[src/rtl/key_link_pkg.sv]
// Package: shared sizes for the serial key readout port.
// Assumes a rectangular key matrix and one dummy bit on each side of the word.
package key_link_pkg;
    localparam int KEY_ROWS = 4;
    localparam int KEY_COLS = 6;
    localparam int KEY_BITS = KEY_ROWS * KEY_COLS;
    // Frame positions: 0 lead dummy, 1..KEY_BITS data, KEY_BITS+1 trailing dummy.
    localparam int FRAME_END = KEY_BITS + 1;
    localparam int POS_W = $clog2(FRAME_END + 1);

    // Session outcome reported to the scanner.
    typedef enum logic [1:0] {
        END_NONE  = 2'd0,
        END_DONE  = 2'd1,
        END_ABORT = 2'd2
    } end_kind_t;
endpackage

[src/rtl/key_link_sync.sv]
// Module: multi-bit two-stage synchroniser for asynchronous pad inputs.
// Assumes each bit is independent (no bus coherency needed); RST_VAL gives
// each bit's idle level so that reset does not create a false edge.
module key_link_sync #(
    parameter int WIDTH = 2,
    parameter logic [WIDTH-1:0] RST_VAL = '0
) (
    input  logic             clk,
    input  logic             rst_n,
    input  logic [WIDTH-1:0] async_in,
    output logic [WIDTH-1:0] sync_out
);
    generate
        for (genvar b = 0; b < WIDTH; b++) begin : g_bit
            logic meta_q;
            logic stable_q;
            // Two flops per bit to settle metastability.
            always_ff @(posedge clk) begin
                if (!rst_n) begin
                    meta_q   <= RST_VAL[b];
                    stable_q <= RST_VAL[b];
                end else begin
                    meta_q   <= async_in[b];
                    stable_q <= meta_q;
                end
            end
            assign sync_out[b] = stable_q;
        end
    endgenerate
endmodule

[src/rtl/key_link_hold.sv]
// Module: holds the captured key word and the request flag, and classifies
// the end of each selected session as a complete read or an abort.
// Assumes sel_n_s is already synchronised and that read_full comes from the
// framer's position before that position is cleared by deselection.
module key_link_hold
    import key_link_pkg::*;
#(
    parameter int BITS = KEY_BITS
) (
    input  logic            clk,
    input  logic            rst_n,
    input  logic            sel_n_s,
    input  logic            read_full,
    input  logic            cap_strobe,
    input  logic [BITS-1:0] cap_word,
    output logic            req,
    output logic [BITS-1:0] held,
    output logic            scan_ok,
    output logic            read_done,
    output logic            read_abort
);
    logic      sel_n_prev;
    logic      sel_rise;
    logic      take;
    end_kind_t outcome;

    // Remember the previous select level to find the end of a session.
    always_ff @(posedge clk) begin
        if (!rst_n) sel_n_prev <= 1'b1;
        else        sel_n_prev <= sel_n_s;
    end

    assign sel_rise = sel_n_s && !sel_n_prev;
    assign scan_ok  = sel_n_s && !req;
    assign take     = cap_strobe && scan_ok;

    // Decide how the session that just ended should be reported.
    always_comb begin
        outcome = END_NONE;
        if (sel_rise) outcome = read_full ? END_DONE : END_ABORT;
    end

    // Request flag: set by an accepted capture, cleared by any session end.
    always_ff @(posedge clk) begin
        if (!rst_n)                 req <= 1'b0;
        else if (outcome != END_NONE) req <= 1'b0;
        else if (take)              req <= 1'b1;
    end

    // Key word storage: loaded on capture, dropped when a session ends.
    always_ff @(posedge clk) begin
        if (!rst_n)                 held <= '0;
        else if (outcome != END_NONE) held <= '0;
        else if (take)              held <= cap_word;
    end

    // One-cycle outcome pulses towards the scanner.
    always_ff @(posedge clk) begin
        if (!rst_n) begin
            read_done  <= 1'b0;
            read_abort <= 1'b0;
        end else begin
            read_done  <= (outcome == END_DONE);
            read_abort <= (outcome == END_ABORT);
        end
    end
endmodule

[src/rtl/key_link_framer.sv]
// Module: frame position counter and data line multiplexer.
// Assumes synchronised select and shift clock; the position is held at the
// leading dummy while deselected and saturates at the trailing dummy.
module key_link_framer
    import key_link_pkg::*;
#(
    parameter int BITS = KEY_BITS,
    parameter int PW   = POS_W
) (
    input  logic            clk,
    input  logic            rst_n,
    input  logic            sel_n_s,
    input  logic            sclk_s,
    input  logic            req,
    input  logic [BITS-1:0] held,
    output logic            sclk_fall,
    output logic [PW-1:0]   pos,
    output logic            read_full,
    output logic            sdo
);
    localparam logic [PW-1:0] LAST = PW'(BITS + 1);
    localparam logic [PW-1:0] ONE  = PW'(1);
    localparam logic [PW-1:0] TOP  = PW'(BITS);

    logic            sclk_prev;
    logic [PW-1:0]   idx;
    logic [BITS-1:0] shifted;
    logic            in_data;
    logic            frame_bit;

    // Previous shift clock level for falling-edge detection.
    always_ff @(posedge clk) begin
        if (!rst_n) sclk_prev <= 1'b0;
        else        sclk_prev <= sclk_s;
    end

    assign sclk_fall = sclk_prev && !sclk_s;

    // Advance one frame position per falling shift clock while selected.
    always_ff @(posedge clk) begin
        if (!rst_n || sel_n_s)            pos <= '0;
        else if (sclk_fall && pos != LAST) pos <= pos + ONE;
    end

    assign read_full = (pos == LAST);

    // Pick the key bit for the current position; dummies and no-request read as zero.
    always_comb begin
        in_data   = (pos >= ONE) && (pos <= TOP);
        idx       = in_data ? (pos - ONE) : '0;
        shifted   = held >> idx;
        frame_bit = in_data && req && shifted[0];
    end

    // Data line: request flag while deselected, frame bit while selected.
    assign sdo = sel_n_s ? req : frame_bit;
endmodule

[src/rtl/key_link_readout.sv]
// Module: top of the serial key readout port.
// Assumes host pins are asynchronous to clk and slow enough (several clk
// cycles per shift clock phase) for synchronised edge detection.
module key_link_readout
    import key_link_pkg::*;
#(
    parameter int BITS = KEY_BITS
) (
    input  logic            clk,
    input  logic            rst_n,
    input  logic            host_sel_n,
    input  logic            host_sclk,
    output logic            host_sdo,
    input  logic            cap_strobe,
    input  logic [BITS-1:0] cap_word,
    output logic            scan_ok,
    output logic            read_done,
    output logic            read_abort
);
    localparam int PW = $clog2(BITS + 2);

    logic [1:0]      pins_s;
    logic            sel_n_s;
    logic            sclk_s;
    logic            req;
    logic [BITS-1:0] held;
    logic            sclk_fall;
    logic [PW-1:0]   pos;
    logic            read_full;

    key_link_sync #(.WIDTH(2), .RST_VAL(2'b01)) u_sync (
        .clk      (clk),
        .rst_n    (rst_n),
        .async_in ({host_sclk, host_sel_n}),
        .sync_out (pins_s)
    );

    assign sel_n_s = pins_s[0];
    assign sclk_s  = pins_s[1];

    key_link_hold #(.BITS(BITS)) u_hold (
        .clk        (clk),
        .rst_n      (rst_n),
        .sel_n_s    (sel_n_s),
        .read_full  (read_full),
        .cap_strobe (cap_strobe),
        .cap_word   (cap_word),
        .req        (req),
        .held       (held),
        .scan_ok    (scan_ok),
        .read_done  (read_done),
        .read_abort (read_abort)
    );

    key_link_framer #(.BITS(BITS), .PW(PW)) u_framer (
        .clk       (clk),
        .rst_n     (rst_n),
        .sel_n_s   (sel_n_s),
        .sclk_s    (sclk_s),
        .req       (req),
        .held      (held),
        .sclk_fall (sclk_fall),
        .pos       (pos),
        .read_full (read_full),
        .sdo       (host_sdo)
    );
endmodule

[config.mk]
export PLATFORM = sky130hd
export DESIGN_NAME = key_link_readout
export DESIGN_NICKNAME = d
export VERILOG_FILES = /design/src/rtl/key_link_pkg.sv /design/src/rtl/key_link_sync.sv /design/src/rtl/key_link_hold.sv /design/src/rtl/key_link_framer.sv /design/src/rtl/key_link_readout.sv
export SDC_FILE = /design/constraint.sdc
export NUM_CORES = 1
export LEC_CHECK = 0
export BUFFER_PORTS_ARGS = -buffer_cell sky130_fd_sc_hd__clkbuf_2
export CORE_ASPECT_RATIO = 1.4
export CORE_MARGIN = 2
export CORE_UTILIZATION = 59
export CTS_BUF_LIST = sky130_fd_sc_hd__clkbuf_16
export DETAILED_ROUTE_END_ITERATION = 10
export PLACE_DENSITY = 0.89
export SLEW_MARGIN = 0
export SYNTH_ARGS = -nofsm -noshare
export SYNTH_HDL_FRONTEND = slang
export SYNTH_SLANG_ARGS = --single-unit
[constraint.sdc]
create_clock -name clk -period 4.65 [get_ports clk]
set_input_delay 1.395 -clock clk [delete_from_list [all_inputs] [get_ports clk]]
set_output_delay 1.395 -clock clk [all_outputs]
set_load 0.01 [all_outputs]
---- Yosys cells after proc, flatten, opt, wreduce, memory -nomap -nowiden ----
Cells that the tools add are included.
storage, ports and cells
  flip-flop bits (word level) ............. 38
  bits of input ports ..................... 29
  output and inout port bits .............. 4
  logic and storage cells ................. 40
cells by class
  $add $sub $neg .......................... 2
  magnitude comparators ................... 2
  equality and inequality tests ........... 4
  shift operators ......................... 1
  multiplexer cells ....................... 4
  bitwise gates (word level) .............. 1
  reductions and logical operators ........ 15
operators by type and width
  operator             count
  $shr 24x5->1         1
  $logic_and 1x1->1    8
  $add 5x1->5 const B  1
  $eq 5x5->1 const B   1
  $ge 5x1->1 const B   1
  $le 5x5->1 const B   1
  $mux 5               1
  $ne 5x5->1 const B   1
  $sub 5x1->5 const B  1
  $logic_not 1->1      4
  $mux 2               2
  $eq 2x1->1 const B   1
  $eq 2x2->1 const B   1
  $reduce_bool 2->1    1
  $reduce_or 2->1      1
  $logic_or 1x1->1     1
  $mux 1               1
  $not 1->1            1

---- Depth between registers and ports, before layout ----
Gate-level depths: netlist of the first run.
  depth in word-level cells ............... 6
  mapped depth ............................ 10
  depth with buffers taken out ............ 8

---- Hierarchy ----
A second synthesis of the first run with hierarchy kept.
second synthesis, totals
  cell total of the unflattened synthesis .. 211
  area total of the unflattened synthesis .. 1959.4 um^2
by module, submodules not included
  module           instances  cells each  area each (um^2)  sequential area each (um^2)
  key_link_hold    1          119         1102.3            560.5
  key_link_framer  1          82          737.0             120.1
  key_link_sync    1          10          120.1             80.1

---- Worst setup path after synthesis of the first run ----
No wires, ideal clock.
  path kind ............................... flip-flop to output port
  start ................................... register u_framer.pos[0]
  end ..................................... output port host_sdo
  data arrival time ....................... 2.338 ns
  setup slack ............................. 0.917 ns
  cell stages (with the launch flop) ...... 10
  cell sequence ........................... dfxtp_1 -> buf_6 -> inv_1 -> ha_1 -> xor2_1 -> mux2_2 -> a21oi_1 -> o41ai_2 -> a21oi_1 -> o41ai_2
on the way
  cells in the longest elaborated chain, start to end .. 6
RTL lines
  item                                             RTL line                RTL
  from (decl)                                      key_link_framer.sv:17   output logic [PW-1:0] pos,
  from (signal assigned)                           key_link_framer.sv:42   else if (sclk_fall && pos != LAST) pos <= pos + ONE;
  $ge 5x1->1 / $le 5x5->1 (equally long branches)  key_link_framer.sv:49   in_data = (pos >= ONE) && (pos <= TOP);
  $logic_and 1x1->1                                key_link_framer.sv:49
  $mux 5                                           key_link_framer.sv:50   idx = in_data ? (pos - ONE) : '0;
  $shr 24x5->1                                     key_link_framer.sv:51   shifted = held >> idx;
  $logic_and 1x1->1 (*)                            key_link_framer.sv:52   frame_bit = in_data && req && shifted[0];
  $mux 1 (*)                                       key_link_framer.sv:56   assign sdo = sel_n_s ? req : frame_bit;
  to (decl)                                        key_link_readout.sv:13  output logic host_sdo,
Every way passes the cells marked *; elsewhere a longest branch is shown, timed or not.

---- Worst setup path in the final report of the first run ----
Same ends and word-level chain as after synthesis.

==> results.cfg, run 1 <==
[drt]
vias = 1663
initialDrtViolationCount = 60
drt-vias-per-instance = 5.60
detail_route.drc_violations = 0
postRouteAntennaNets = 0
first_pass_iters = 4
detail_route.wirelength_um = 3910
drt-wirelength-per-cell_um = 13.2

[layout]
total_of_fill_cells_in_the_finished_design = 241
n_antenna_cell = 0
core_utilization_of_the_finished_layout_pct = 70.6
most_used_cells_in_the_layout_excluding_fill_and_tap_cells = sky130_fd_sc_hd__nand2_1 (58), sky130_fd_sc_hd__dfxtp_1 (38), sky130_fd_sc_hd__clkbuf_2 (32)
syn_to_final_growth_pct = 16.5
final_nets = 290
drive_above_1_share_pct = 20.2
final_common_cell = sky130_fd_sc_hd__nand2_1

[synthesis]
yosysWarningCount = 0
synth-main-ff-cell = sky130_fd_sc_hd__dfxtp_1
asyncSetResetFlopFracSynth_pct = 0
synthDistinctLibCells = 42
postSynthCellCount = 229
synth-seq-cells = 38
proportion_of_synthesized_chip_area_in_sequential_cells_pct = 41.4
syn_std_cell_area_sq_um = 1840
synth.avg_cell_area_sq_um = 8.03
synth-edff-count = 0
synthesis.nets = 262

[timing]
finalCritPeriodShare_pct = 97.2
setup_viol_count_final = 0
finalClockSkew_ps = 4.35
final_hold_viol_count = 0
crit_path_time_final_ps = 4520
report.final.slew_viol_count = 0
timing.slew.headroom_pct = 45.4
fmax_ghz = 0.221
worst_slack_ps = 132
worst_slew_pin_slew_ps = 819

[cts]
tritoncts.num_buffers = 5
cts_repair_resize_count = 0
post_cts_buffers = 0
cts_hold_repair_buffers = 0
cts.clk_slew.worst_paths_ps = 60
insertion_delay_ps = 280
clock-root-buffer = sky130_fd_sc_hd__clkbuf_16
clk_path_buf_depth = 2
clock_sink_count = 38
htree_num_levels = 2
cts_tree = yes

[global_route]
via_count_of_the_first_global_routing_pass = 1607
global_route.usage.total_pct = 24.5
global_route.overflow_total = 0
largest_net_degree_at_the_start_of_global_routing = 26
grt_antenna_before_repair = 0
grt_first_pass_wirelength_um = 6700

[power]
power_density_nw_per_um2 = 345
power.ir.vdd_worst_uv = 285
p_leak_nw = 0.857

[die]
core_sq_um = 3030
initial_utilization_pct = 60.6
std_cell_rows = 24
chipHeight_um = 70.1
fp.dieW_um = 51.2
io_pins = 33
floorplan.die_area_sq_um = 3590

[min_path]
min_delay_worst_endpoint = u_sync.g_bit[0].stable_q
hp-start = u_sync.g_bit[0].meta_q
path_type_of_the_worst_min_delay_path = flip-flop to flip-flop
min_delay_path_depth = 1

[placement]
detailed_place_hpwl_um = 2700
final_weighted_congestion_of_routability_driven_global_placement = 0.865
placement.setup.worst_slack_ps = 506
placement.io_buffers = 32

[flow_run]
drv.max_cap_violation_count = 0

[setup_path]
worst_r2r_src = u_framer.pos[0]
cp.arrival_ps = 3120
end_kind = output port
nature_of_the_critical_path_startpoint = flip-flop
worstRegToRegCells = 8
critical_path_peak_fanout = 13
crit_required_ps = 3250
r2r_slack_ps = 2410
crit_type = flip-flop to output port
critical_path.reg2reg.endpoint = u_framer.pos[3]

[status]
outcome = completed
==> state kept, by name (all words and copies together), names as in the netlist <==
signal and flops:
u_hold.read_done 1, u_hold.sel_n_prev 1, u_sync.g_bit.meta_q 2, u_hold.read_abort 1, u_framer.pos 5, u_hold.held 24, u_hold.req 1, u_framer.sclk_prev 1
u_sync.g_bit.stable_q 2
==> area by class of cell <==
type | instances | area, sq um | area share (%)
Clock inverter | 3 | 17.5 | 0.818
Multi-Input combinational cell | 172 | 992 | 46.3
Timing Repair Buffer | 34 | 175 | 8.18
Sequential cell | 38 | 761 | 35.5
Inverter | 6 | 22.5 | 1.05
Tap cell | 39 | 48.8 | 2.28
Clock buffer | 5 | 125 | 5.84
==> worst max path at each step <==
stage | endpoint | slack [ps] | depth (start not counted) | start
after floorplan | host_sdo | 920 | 9 | u_framer.pos[0]
after global placement | host_sdo | 540 | 9 | u_framer.pos[0]
after detailed placement | host_sdo | 510 | 9 | u_framer.pos[0]
after CTS | host_sdo | 170 | 8 | u_framer.pos[0]
after global routing | host_sdo | -10 | 8 | u_framer.pos[0]
final | host_sdo | 130 | 8 | u_framer.pos[0]
==> layer usage <==
metal / vias up / track usage [%] / part of all wire [%]
met2: 39 / 40.1 / 53
li1: 837 / - / -
met3: 8 / 7.05 / 4.2
met1: 779 / 27.6 / 41
met4: 0 / 14.4 / 2.0
met5: - / 0 / 0
==> per-stage QoR <==
stage | area, sq um | cells | hold WS, ps | setup TNS [ps] | power (mW)
floorplan | 1840 | 229 | 386 | 0 | 0.397
global placement | 1990 | 289 | 388 | 0 | 0.417
detailed placement | 1990 | 289 | 395 | 0 | 0.420
CTS | 2130 | 297 | 409 | 0 | 0.741
global route | 2140 | 297 | 437 | -11.0 | 0.766
finish | 2140 | 297 | 406 | 0 | 0.740
==> cell usage after synthesis (2+ instances only) <==
cell / n / area, sq um
sky130_fd_sc_hd__o21ai_0: 6 / 30.0
sky130_fd_sc_hd__and2_1: 6 / 37.5
sky130_fd_sc_hd__o22ai_1: 2 / 12.5
sky130_fd_sc_hd__nor2_1: 15 / 56.3
sky130_fd_sc_hd__nand4_1: 2 / 12.5
sky130_fd_sc_hd__a21oi_1: 30 / 150
sky130_fd_sc_hd__nand2_1: 58 / 218
sky130_fd_sc_hd__nor3_1: 5 / 25.0
sky130_fd_sc_hd__nor4_1: 2 / 12.5
sky130_fd_sc_hd__nand3_1: 2 / 10.0
sky130_fd_sc_hd__xnor2_1: 5 / 43.8
sky130_fd_sc_hd__a211oi_1: 2 / 15.0
sky130_fd_sc_hd__nor3b_1: 2 / 15.0
sky130_fd_sc_hd__buf_6: 3 / 33.8
sky130_fd_sc_hd__clkbuf_1: 10 / 37.5
sky130_fd_sc_hd__o41ai_2: 2 / 32.5
sky130_fd_sc_hd__nand2b_1: 3 / 18.8
sky130_fd_sc_hd__ha_1: 4 / 50.1
sky130_fd_sc_hd__o21ai_1: 2 / 10.0
sky130_fd_sc_hd__dfxtp_1: 38 / 761
sky130_fd_sc_hd__mux2_2: 2 / 22.5
sky130_fd_sc_hd__nor2b_1: 2 / 12.5
sky130_fd_sc_hd__inv_1: 5 / 18.8
sky130_fd_sc_hd__xor2_1: 3 / 26.3
==> critical path, stage by stage, from the launching register on <==
cell and delay, ps:
sky130_fd_sc_hd__dfxtp_1 390, sky130_fd_sc_hd__buf_4 220, sky130_fd_sc_hd__or4_4 580, sky130_fd_sc_hd__o32ai_4 470, sky130_fd_sc_hd__nor4b_1 140, sky130_fd_sc_hd__nor4_1 360, sky130_fd_sc_hd__a2111oi_2 110, sky130_fd_sc_hd__o41ai_2 360
sky130_fd_sc_hd__clkbuf_2 190
==> power breakdown <==
part / internal, mW / total, mW / switching, mW
clock network: 0.196 / 0.326 / 0.130
registers: 0.342 / 0.351 / 0.00900
logic: 0.0270 / 0.0625 / 0.0354
==> cell families (layout without fill, tap and decap cells) <==
| kind of cell | Yosys count | in the layout | share of synthesized area, % |
|---|---|---|---|
| AND/OR/NAND/NOR | 103 | 103 | 25.4 |
| AO/OA/AOI/OAI | 54 | 54 | 19.9 |
| flip-flops | 38 | 38 | 41.4 |
| buffers and inverters | 19 | 48 | 5.10 |
| XOR/XNOR | 8 | 8 | 3.81 |
| adder cells (fa/ha/maj) | 4 | 4 | 2.72 |
| multiplexers | 3 | 3 | 1.77 |
Note: power is estimated with default switching activity, not from simulation.
==> run 2: changes to the inputs <==
PLACE_DENSITY = 0.84   (was 0.89)
clock period = 5.8 ns   (was 4.65 ns; I/O delays follow)
==> run 2 against run 1 <==
  * Non-clock buffer count unchanged
  * Clock skew decreased by 2.3 ps
  * Largest power group unchanged
  * Largest cell class unchanged
  * Cell count decreased by 0.67%
  * Critical path depth increased by 2
  * Global-route usage decreased by 0.055 points
  * Die area unchanged
==> results.cfg, run 2 (synthesis gave the netlist of run 1 again) <==
[layout]
final_nets = 290
final_cells = 295
largest_reg_flops = 24
most_used_cells_in_the_layout_excluding_fill_and_tap_cells = sky130_fd_sc_hd__nand2_1 (58), sky130_fd_sc_hd__dfxtp_1 (38), sky130_fd_sc_hd__clkbuf_2 (32)
drive_above_1_share_pct = 19.1
top_register = u_hold.held
finish.instance_area_sq_um = 2120
syn_to_final_growth_pct = 15.3
core_utilization_of_the_finished_layout_pct = 69.9
biggestRegsByFlops = u_hold.held x24, u_framer.pos x5
final_common_cell = sky130_fd_sc_hd__nand2_1
n_antenna_cell = 0

[placement]
final_weighted_congestion_of_routability_driven_global_placement = 0.895
detailed_place_hpwl_um = 2800
placed_cells_incl_taps = 289
place_area_sq_um = 1990
placement.setup.worst_slack_ps = 1320
placement.io_buffers = 32

[setup_path]
r2r_slack_ps = 3570
crit_required_ps = 4060
critical_path.startpoint = u_framer.pos[0]
cp.arrival_ps = 3080
nature_of_the_critical_path_startpoint = flip-flop
critical_path_peak_fanout = 21
worstRegToRegCells = 8
critical_path.reg2reg.endpoint = u_framer.pos[3]
crit_type = flip-flop to output port
worst_r2r_src = u_framer.pos[1]
end_kind = output port

[timing]
grt_setup_unrepaired = false
final_hold_viol_count = 0
finalClockSkew_ps = 2.06
worst_slack_ps = 981
fmax_ghz = 0.207
totalNegativeSetupSlack_ps = 0
final.hold.worst_slack_ps = 421
report.final.slew_viol_count = 0
crit_path_time_final_ps = 4820
timing.slew.headroom_pct = 47.4
worst_slew_pin_slew_ps = 788
finalCritPeriodShare_pct = 83.1
setup_viol_count_final = 0

[cts]
cts_repair_resize_count = 0
clock_sink_count = 38
cts_hold_repair_buffers = 0
clk_path_buf_depth = 2
htree_num_levels = 2
clock-root-buffer = sky130_fd_sc_hd__clkbuf_16
tritoncts.num_buffers = 5
insertion_delay_ps = 270
post_cts_buffers = 0
cts_tree = yes
cts.clk_slew.worst_paths_ps = 50

[global_route]
global_route.usage.total_pct = 24.5
grt_first_pass_wirelength_um = 6730
largest_net_degree_at_the_start_of_global_routing = 26
via_count_of_the_first_global_routing_pass = 1588
grt_antenna_before_repair = 0
global_route.overflow_total = 0

[drt]
detail_route.wirelength_um = 3920
initialDrtViolationCount = 44
vias = 1674
first_pass_iters = 4
drt-wirelength-per-cell_um = 13.3
postRouteAntennaNets = 0
drt-vias-per-instance = 5.67
detail_route.drc_violations = 0

[min_path]
min_delay_path_depth = 1
hp-start = u_sync.g_bit[0].meta_q
min_delay_worst_endpoint = u_sync.g_bit[0].stable_q
path_type_of_the_worst_min_delay_path = flip-flop to flip-flop

[die]
initial_utilization_pct = 60.6
std_cell_rows = 24
core_sq_um = 3030
fp.dieW_um = 51.2
io_pins = 33
chipHeight_um = 70.1
floorplan.die_area_sq_um = 3590

[flow_run]
drv.max_cap_violation_count = 0

[power]
power_density_nw_per_um2 = 271
p_leak_nw = 0.844
power.ir.vdd_worst_uv = 218
design_power_total_uw = 574

[status]
outcome = completed
## run 2: changes by cell type in the layout (fill, tap and decap cells not counted), sizes merged
cell    change
clkinv      -1
inv         -1
## run 2: metal layers
layer / GRT usage, % / vias to the layer above / wire length [um]
met5: 0 / - / 0
met3: 5.56 / 12 / 162
li1: - / 830 / -
met1: 26.3 / 780 / 1540
met2: 43.0 / 52 / 2090
met4: 12.9 / 0 / 129
## run 2: area by class of cell
type	instances	area [sq um]
inverters	6	22.5
flip-flops and latches	38	761
repair buffers	34	175
multi-input cells	172	985
fillers	276	912
clock buffers	5	125
clock inverters	1	3.75
well taps	39	48.8
## run 2: worst max-delay path, cell delays in order (launching register included)
cell                       delay, ps
sky130_fd_sc_hd__dfxtp_1         290
sky130_fd_sc_hd__buf_4           190
sky130_fd_sc_hd__inv_1           250
sky130_fd_sc_hd__ha_1            320
sky130_fd_sc_hd__xor2_1          530
sky130_fd_sc_hd__mux2_2          270
sky130_fd_sc_hd__a21oi_1          40
sky130_fd_sc_hd__o41ai_2         290
sky130_fd_sc_hd__a21oi_1          90
sky130_fd_sc_hd__o41ai_2         340
sky130_fd_sc_hd__clkbuf_2        180
## run 2: worst max-delay path by stage
stage / slack [ps] / depth (start not counted) / endpoint
final: 980 / 10 / host_sdo
after global routing: 750 / 10 / host_sdo
after CTS: 1000 / 10 / host_sdo
after detailed placement: 1320 / 10 / host_sdo
after global placement: 1350 / 10 / host_sdo
after floorplan: 1720 / 9 / host_sdo
## run 2: report_power, final
group | leakage (nW) | switching, mW | internal (mW) | total (mW)
clock | 0.0632 | 0.0903 | 0.152 | 0.243
sequential | 0.311 | 0.00736 | 0.274 | 0.282
combinational | 0.470 | 0.0282 | 0.0217 | 0.0498
